$ cat src/rtl/eyemap_pkg.sv
package eyemap_pkg;
    typedef enum logic [1:0] {
        S_IDLE  = 2'd0,
        S_SCAN  = 2'd1,
        S_DRAIN = 2'd2,
        S_LATCH = 2'd3
    } scan_state_t;
endpackage

$ cat src/rtl/eyemap_scan.sv
module eyemap_scan #(
    parameter int NT = 32,
    parameter int NV = 127,
    localparam int TW = $clog2(NT),
    localparam int VW = $clog2(NV)
) (
    input  logic          clk,
    input  logic          rst_n,
    input  logic          clr,
    input  logic          step,
    output logic [TW-1:0] t_idx,
    output logic [VW-1:0] v_idx,
    output logic          col_end,
    output logic          last
);
    assign col_end = (v_idx == VW'(NV - 1));
    assign last    = col_end && (t_idx == TW'(NT - 1));

    always_ff @(posedge clk or negedge rst_n) begin
        if (!rst_n) begin
            t_idx <= '0;
            v_idx <= '0;
        end else if (clr) begin
            t_idx <= '0;
            v_idx <= '0;
        end else if (step) begin
            if (col_end) begin
                v_idx <= '0;
                t_idx <= t_idx + TW'(1);
            end else begin
                v_idx <= v_idx + VW'(1);
            end
        end
    end
endmodule

$ cat src/rtl/eyemap_accum.sv
module eyemap_accum #(
    parameter int NT = 32,
    parameter int NV = 127,
    parameter int CW = 16,
    localparam int WW = $clog2(NT + 1),
    localparam int HW = $clog2(NV + 1),
    localparam int SW = $clog2(NT * NV + 1),
    localparam int EW = CW + SW
) (
    input  logic          clk,
    input  logic          rst_n,
    input  logic          clr,
    input  logic          vld,
    input  logic [CW-1:0] data,
    input  logic          at_mid,
    input  logic          col_end,
    output logic [WW-1:0] width,
    output logic [HW-1:0] height,
    output logic [SW-1:0] size,
    output logic [EW-1:0] sum
);
    logic          open_pt;
    logic [HW-1:0] col_cnt;
    logic [HW-1:0] col_next;

    assign open_pt  = (data == '0);
    assign col_next = col_cnt + HW'(open_pt);

    always_ff @(posedge clk or negedge rst_n) begin
        if (!rst_n) begin
            width   <= '0;
            height  <= '0;
            size    <= '0;
            sum     <= '0;
            col_cnt <= '0;
        end else if (clr) begin
            width   <= '0;
            height  <= '0;
            size    <= '0;
            sum     <= '0;
            col_cnt <= '0;
        end else if (vld) begin
            size <= size + SW'(open_pt);
            sum  <= sum + EW'(data);
            if (at_mid && open_pt)
                width <= width + WW'(1);
            if (col_end) begin
                col_cnt <= '0;
                if (col_next > height)
                    height <= col_next;
            end else begin
                col_cnt <= col_next;
            end
        end
    end
endmodule

$ cat src/rtl/eyemap_health.sv
module eyemap_health #(
    parameter int SW = 12
) (
    input  logic          clk,
    input  logic          rst_n,
    input  logic          capture,
    input  logic [SW-1:0] size_shown,
    input  logic          upd,
    input  logic [SW-1:0] size_new,
    output logic          fail
);
    localparam int MW = SW + 3;

    logic [SW-1:0] baseline;
    logic [MW-1:0] shrunk;
    logic [MW-1:0] limit;

    assign shrunk = MW'(size_new) * MW'(5);
    assign limit  = MW'(baseline) * MW'(4);

    always_ff @(posedge clk or negedge rst_n) begin
        if (!rst_n) begin
            baseline <= '0;
            fail     <= 1'b0;
        end else begin
            if (capture)
                baseline <= size_shown;
            if (upd)
                fail <= (shrunk < limit);
        end
    end
endmodule

$ cat src/rtl/eye_health_detector.sv
module eye_health_detector #(
    parameter int NT = 32,
    parameter int NV = 127,
    parameter int CW = 16,
    localparam int TW  = $clog2(NT),
    localparam int VW  = $clog2(NV),
    localparam int WW  = $clog2(NT + 1),
    localparam int HW  = $clog2(NV + 1),
    localparam int SW  = $clog2(NT * NV + 1),
    localparam int EW  = CW + SW,
    localparam int MID = NV / 2
) (
    input  logic          clk,
    input  logic          rst_n,
    input  logic          start,
    output logic          busy,
    output logic          done,
    output logic          rd_en,
    output logic [TW-1:0] rd_t,
    output logic [VW-1:0] rd_v,
    input  logic [CW-1:0] rd_data,
    input  logic          capture,
    output logic [WW-1:0] eye_width,
    output logic [HW-1:0] eye_height,
    output logic [SW-1:0] eye_size,
    output logic [EW-1:0] err_total,
    output logic          fail_flag
);
    import eyemap_pkg::*;

    scan_state_t state, state_nx;

    logic          clr, step, col_end, last;
    logic          vld_q, mid_q, cend_q;
    logic [WW-1:0] acc_w;
    logic [HW-1:0] acc_h;
    logic [SW-1:0] acc_s;
    logic [EW-1:0] acc_e;

    always_comb begin
        state_nx = state;
        unique case (state)
            S_IDLE:  if (start) state_nx = S_SCAN;
            S_SCAN:  if (last)  state_nx = S_DRAIN;
            S_DRAIN: state_nx = S_LATCH;
            S_LATCH: state_nx = S_IDLE;
        endcase
    end

    always_ff @(posedge clk or negedge rst_n) begin
        if (!rst_n) state <= S_IDLE;
        else        state <= state_nx;
    end

    assign clr   = (state == S_IDLE) && start;
    assign step  = (state == S_SCAN);
    assign rd_en = step;
    assign busy  = (state != S_IDLE);

    eyemap_scan #(.NT(NT), .NV(NV)) u_scan (
        .clk(clk), .rst_n(rst_n), .clr(clr), .step(step),
        .t_idx(rd_t), .v_idx(rd_v), .col_end(col_end), .last(last)
    );

    always_ff @(posedge clk or negedge rst_n) begin
        if (!rst_n) begin
            vld_q  <= 1'b0;
            mid_q  <= 1'b0;
            cend_q <= 1'b0;
        end else begin
            vld_q  <= step;
            mid_q  <= (rd_v == VW'(MID));
            cend_q <= col_end;
        end
    end

    eyemap_accum #(.NT(NT), .NV(NV), .CW(CW)) u_acc (
        .clk(clk), .rst_n(rst_n), .clr(clr), .vld(vld_q), .data(rd_data),
        .at_mid(mid_q), .col_end(cend_q),
        .width(acc_w), .height(acc_h), .size(acc_s), .sum(acc_e)
    );

    eyemap_health #(.SW(SW)) u_hlth (
        .clk(clk), .rst_n(rst_n), .capture(capture), .size_shown(eye_size),
        .upd(state == S_LATCH), .size_new(acc_s), .fail(fail_flag)
    );

    always_ff @(posedge clk or negedge rst_n) begin
        if (!rst_n) begin
            done       <= 1'b0;
            eye_width  <= '0;
            eye_height <= '0;
            eye_size   <= '0;
            err_total  <= '0;
        end else begin
            done <= (state == S_LATCH);
            if (state == S_LATCH) begin
                eye_width  <= acc_w;
                eye_height <= acc_h;
                eye_size   <= acc_s;
                err_total  <= acc_e;
            end
        end
    end
endmodule

$ cat config.mk
export PLATFORM = sky130hd
export DESIGN_NAME = eye_health_detector
export DESIGN_NICKNAME = d
export VERILOG_FILES = /design/src/rtl/eyemap_pkg.sv /design/src/rtl/eyemap_scan.sv /design/src/rtl/eyemap_accum.sv /design/src/rtl/eyemap_health.sv /design/src/rtl/eye_health_detector.sv
export SDC_FILE = /design/constraint.sdc
export NUM_CORES = 1
export LEC_CHECK = 0
export BUFFER_PORTS_ARGS = -buffer_cell sky130_fd_sc_hd__buf_2
export CAP_MARGIN = 20
export CORE_MARGIN = 2
export CORE_UTILIZATION = 55
export DETAILED_ROUTE_END_ITERATION = 8
export GPL_ROUTABILITY_DRIVEN = 0
export PLACE_DENSITY = 0.74
export RECOVER_POWER = 25
export SYNTH_ARGS = -nofsm -noshare
export SYNTH_HDL_FRONTEND = slang
export SYNTH_SLANG_ARGS = --single-unit
$ cat constraint.sdc
create_clock -name clk -period 3.6 [get_ports clk]
set_input_delay 0.18 -clock clk [delete_from_list [all_inputs] [get_ports clk]]
set_output_delay 0.18 -clock clk [all_outputs]
set_load 0.01 [all_outputs]
* After elaboration in Yosys (flattened, before gate mapping)
Index checks and enable logic that the tools add are counted.
** Operators by class
- $mul :: 1
- Reduce and logical (&&, ||, !) cells :: 16
- Equality and inequality tests :: 8
- Bitwise logic cells :: 0
- Div/mod/pow operators :: 0
- Multiplexer cells :: 23
- Shifts and indexed selects :: 0
- $add $sub $neg :: 6
- $lt $le $gt $ge :: 2
** Operators by type and width (number)
- 7-bit 2-to-1 mux :: 10
- 28-bit 2-to-1 mux :: 2
- 28-bit by 16-bit adder with 28-bit output :: 1
- 12-bit 2-to-1 mux :: 2
- 6-bit 2-to-1 mux :: 3
- 16-bit zero test :: 1
- 15-bit by 14-bit less-than comparator with 1-bit output :: 1
- 12-bit by 3-bit multiplier with 15-bit output (second input constant) :: 1
- 5-bit 2-to-1 mux :: 3
- 2-bit nonzero test :: 7
- 12-bit by 1-bit adder with 12-bit output :: 1
- 2-bit one-hot mux with 4 select lines :: 1
- 7-bit by 1-bit adder with 7-bit output :: 1
- 7-bit by 1-bit adder with 7-bit output (second input constant) :: 1
- 7-bit by 6-bit equality test with 1-bit output (second input constant) :: 1
- 7-bit equality test (second input constant) :: 1
- 7-bit greater-than comparator :: 1
- 6-bit by 1-bit adder with 6-bit output (second input constant) :: 1
- 2-bit AND reduction :: 3
- 5-bit by 1-bit adder with 5-bit output (second input constant) :: 1
- 5-bit equality test (second input constant) :: 1
- 2-bit equality test (second input constant) :: 2
- 2-bit 2-to-1 mux :: 2
- 1-bit logical AND :: 3
- other kinds (5) :: 5
** Word-level totals
- RAM bits :: 0
- Bits in registers :: 144
- Logic and storage cells :: 74
- Input bits :: 20
- Memories kept :: 0
- Output and inout bits :: 69
- Bits in read-only memories :: 0
- Latch bits :: 0

* Logic depth before layout (Yosys ltp)
- Word-level depth :: 7
- Mapped depth :: 14
- Depth with buffers taken out :: 14

* By module
From an unflattened synthesis, not the netlist that was laid out.
** Unflattened totals
- Cell total of the unflattened synthesis :: 779
- Area, all modules :: 8425.6 µm²
** Modules (own cells, without submodules)
- eyemap_accum :: area each 3902.5 µm², times used 1, sequential area each 1501.4 µm², cells each 420
- eye_health_detector :: area each 2504.9 µm², times used 1, sequential area each 1476.4 µm², cells each 135
- eyemap_health :: area each 1286.2 µm², times used 1, sequential area each 325.3 µm², cells each 146
- eyemap_scan :: area each 732.0 µm², times used 1, sequential area each 300.3 µm², cells each 78

* Least setup slack after synthesis
No wires, ideal clock.
- Path type :: register -> register
- Start point :: reg u_acc.size[3]
- End point :: reg u_hlth.fail
- Buffers on the path :: 0
- Setup slack :: 0.611 ns
- Data arrival time :: 2.888 ns
- Required time :: 3.499 ns
- Library setup time :: 0.101 ns
- Period minus slack after synthesis :: 2.989 ns
- Cell stages (with the launch flop) :: 15
- Cell sequence :: dfrtp_1 -> ha_1 -> ha_1 -> inv_1 -> fa_1 -> nor2b_1 -> o21ai_0 -> a21o_1 -> nand3b_1 -> xor2_1 -> ha_1 -> and3_1 -> a221oi_1 -> a21oi_1 -> o32ai_1
** Between the ends
- Cells in the longest elaborated chain, start to end :: 2
** RTL lines
- from (decl) :: RTL line eyemap_accum.sv:19 : output logic [SW-1:0] size,
- from (signal assigned) :: RTL line eyemap_accum.sv:43 : size <= size + SW'(open_pt);
- 12-bit by 3-bit multiplier with 15-bit output :: RTL line eyemap_health.sv:18 : assign shrunk = MW'(size_new) * MW'(5);
- 15-bit by 14-bit less-than comparator with 1-bit output :: RTL line eyemap_health.sv:29 : fail <= (shrunk < limit);
- to (signal assigned) :: RTL line eyemap_health.sv:29
- to (decl) :: RTL line eyemap_health.sv:10 : output logic fail
No other way between the ends.
A chain may end at the register's enable or synchronous reset.

* Final worst setup path
- Start point :: reg u_acc.size[2]
- End point :: reg u_hlth.fail
The elaborated chain is that of the path after synthesis.

==> implementation parameters <==
Parameter                              Value

Layout
  Sequential cell area ... 3600 um^2
  Multi-input gate area ... 4310 um^2
  Fill cell instance count of the final layout ... 1176
  Nets ... 967
  Final antenna diode count ... 0
  Area Overhead vs Synth ... 15.6%
  Share of final-layout standard cells stronger than drive strength 1 ... 23.3%

Yosys
  Seq cells post-synth ... 144
  Most numerous cell in the Yosys netlist ... dfrtp_1
  Synthesized net count ... 876
  Area share of the largest cell type after synthesis ... 44.2%
  Primary flip-flop cell chosen by synthesis mapping ... dfrtp_1
  Top cell type by total area after synthesis ... dfrtp_1
  Synth cell types ... 72
  Netlist area before placement ... 8160 um^2
  Cell count after synthesis ... 786
  Count of flip-flops with a built-in enable after synthesis ... 0
  Ranking of synthesized cells by area ... dfrtp_1 44%, ha_1 10%, mux2_2 7.7%
  Sequential-to-total area share from yosys stat ... 44.2%
  Post-synthesis average cell area ... 10.4 um^2
  Leading cell types by count after synthesis ... 144 x dfrtp_1, 68 x ha_1, 64 x nand2_1, 58 x nor2_1, 56 x mux2_2
  Proportion of synthesized flip-flops having asynchronous set or reset ... 100%
  Synth warnings ... 0

Route
  Routed metal-1 wire length ... 8.12 mm
  Sum of met3 wire segment lengths after detailed routing ... 886 um
  Top layer reached by signal wires ... met4
  Detailed-route wire length per cell ... 17.0 um
  DRC ... 0
  Detailed-route wire length ... 18.2 mm
  DR iter-0 viols ... 340
  Router iterations before antenna repair ... 5
  Detailed-route vias per instance ... 5.91
  Total via count in the routed design ... 6345
  Routed Antenna Nets ... 0
  Met2 wire len ... 8.84 mm

Floorplanning
  Die Ht ... 126 um
  Std-Cell Rows ... 44
  Floorplan die width ... 126 um
  Die outline area ... 15800 um^2
  Core box area ... 14500 um^2
  Ports ... 89
  Initial standard-cell utilization of the core ... 56.1%

STA
  Slew Limit Headroom ... -24.6%
  Transition time at the pin with the least slew margin ... 1870 ps
  RSZ-0062 raised after global routing ... false
  Worst setup slack after layout ... 281 ps
  Number of max-slew violations in the final report ... 75
  Final worst-path cycle share ... 92.2%
  Setup Skew ... 9.60 ps
  Shortest clock period the worst path allows after layout ... 3320 ps
  Number of setup violations in the final report ... 0
  Final total negative setup slack ... 0 ps
  Maximum clock frequency ... 301 MHz
  Final hold viol count ... 0

Clock network
  Insertion delay to the later sink of the worst-skew pair ... 430 ps
  Clk sinks ... 144
  Number of buffers added by the clock tree synthesis step ... 17
  Maximum count of clock buffers along a single path ... 2
  Master cell of the clock root buffer ... clkbuf_16
  Post-CTS setup buffer count ... 0
  Clock-pin slew reported for the worst setup and hold paths after clock tree synthesis ... 60 ps
  CTS H-tree lvls ... 4
  CTS tree ... done

Critical path
  Arrival time of the worst setup path ... 3650 ps
  Endpoint class of the critical path ... flip-flop
  Category of the most critical setup path ... flip-flop to flip-flop
  Largest fanout of any net on the critical path ... 7
  Required time at the endpoint of the critical path ... 3930 ps
  Type of element launching the critical path ... flip-flop

Flow run
  Maximum capacitance violations ... 1

Global route
  Via count of the first global-routing pass ... 6330
  Overflow after GRT ... 0
  Antenna violations before repair ... 0
  Largest net degree at the start of global routing ... 75
  Tot GR Track Use ... 23.7%
  First-pass GRT wire length ... 30.5 mm

Outcome
  Violations in the final reports ... max-capacitance violations, max-slew violations
  Run status ... complete, but fails checks

Placement
  Dpl ws ... 84.8 ps
  Estimated wirelength of the detail-placed design ... 13.0 mm
  Port bufs ... 88

Power and ir drop
  Cell leakage power ... 0.00488 uW
  VDD IR max ... 341 uV
  Power density cells ... 532 nW/um^2

Hold path
  Type of the most critical hold path ... input port to flip-flop
==> where the power goes <==
group	internal, uW	switching [uW]	leakage (uW)	total (uW)
clock	1160	672	0.000303	1830
combinational	541	745	0.00271	1290
sequential	1760	142	0.00187	1900
==> stage by stage <==
stage               power (uW)  std cells  cell area, um^2  utilization (%)  hold WS [ps]
floorplan                 2860        786             8160                -          -116
global placement          3120       1041             8810             60.6           239
detailed placement        3180       1041             8810             60.6           243
CTS                       5030       1074             9440             64.9           148
global route              5280       1074             9430             64.9           193
finish                    5020       1074             9430             64.9           159
==> final cells by class <==
type / instances / share of cell area [%]
inverter: 40 / 1.59
timing repair buffer: 99 / 5.52
multi-input combinational: 575 / 45.7
clock inverter: 9 / 1.38
tap: 184 / 2.44
sequential: 144 / 38.2
clock buffer: 23 / 5.17
==> what timing repair did <==
item                                    in CTS  in global routing
hold buffers                                 1                  0
endpoints found under the setup margin       0                  1
gates resized for setup                      0                  2
hold endpoints to repair                    72                  0
==> state kept, by name, summed over array words and instances (netlist names), 2 cells and up <==
register	cells
state	2
u_acc.col_cnt	7
u_scan.t_idx	5
u_acc.sum	28
u_acc.height	7
eye_height	7
u_scan.v_idx	7
u_hlth.baseline	12
eye_size	12
err_total	28
u_acc.width	6
eye_width	6
u_acc.size	12
==> critical path, stage by stage (launching register included) <==
cell and delay, ps:
dfrtp_1 460, ha_1 360, ha_1 300, a21o_1 150, a21oi_1 270, o211ai_1 180
a31o_2 260, a21oi_1 170, xnor2_1 150, ha_1 280, a21o_1 170, nand2_1 60
nand4b_1 100, o32ai_1 310
==> kinds of logic (layout without fill, tap and decap cells) <==
kind of cell / Yosys count / count (layout) / synth area share (%)
simple gates: 230 / 230 / 14.0
compound gates: 167 / 167 / 14.2
flops: 144 / 144 / 44.2
mux: 75 / 75 / 10.1
fa+ha+maj: 70 / 70 / 10.9
buf+inv: 67 / 171 / 3.11
xor+xnor: 33 / 33 / 3.54
==> placed cells by master, fill, tap and decap left out, types with 9 or more instances in the layout <==
cell	count
xnor2_1	15
o21ai_0	41
nor2_1	58
a211oi_1	17
nand3_1	19
mux2i_1	18
nand2_1	64
inv_1	38
nand2b_1	9
xor2_1	18
nor3_1	11
dfrtp_1	143
ha_1	67
nand4_1	13
a21oi_1	35
buf_4	10
and3_1	11
mux2_2	56
a21o_1	16
buf_2	83
clkbuf_16	17
==> per-layer routing <==
layer  track usage (%)  up-vias
met5                 0        -
met4              8.47        0
met3              5.82       33
met2              39.1      175
met1              30.8     3120
li1                  -     3017
==> final timing paths <==
kind,from,endpoint,slack (ps),cells past startpoint
min in group asynchronous,rst_n,err_total[22],790,2
min reg2reg,err_total[16],err_total[16],500,1
max in group asynchronous,rst_n,u_acc.sum[11],1410,3
max,u_acc.size[2],u_hlth.fail,280,13
max reg2reg,u_acc.size[2],u_hlth.fail,280,13
min,capture,u_hlth.baseline[5],160,3
No activity file was read; power rests on OpenSTA's default activity.
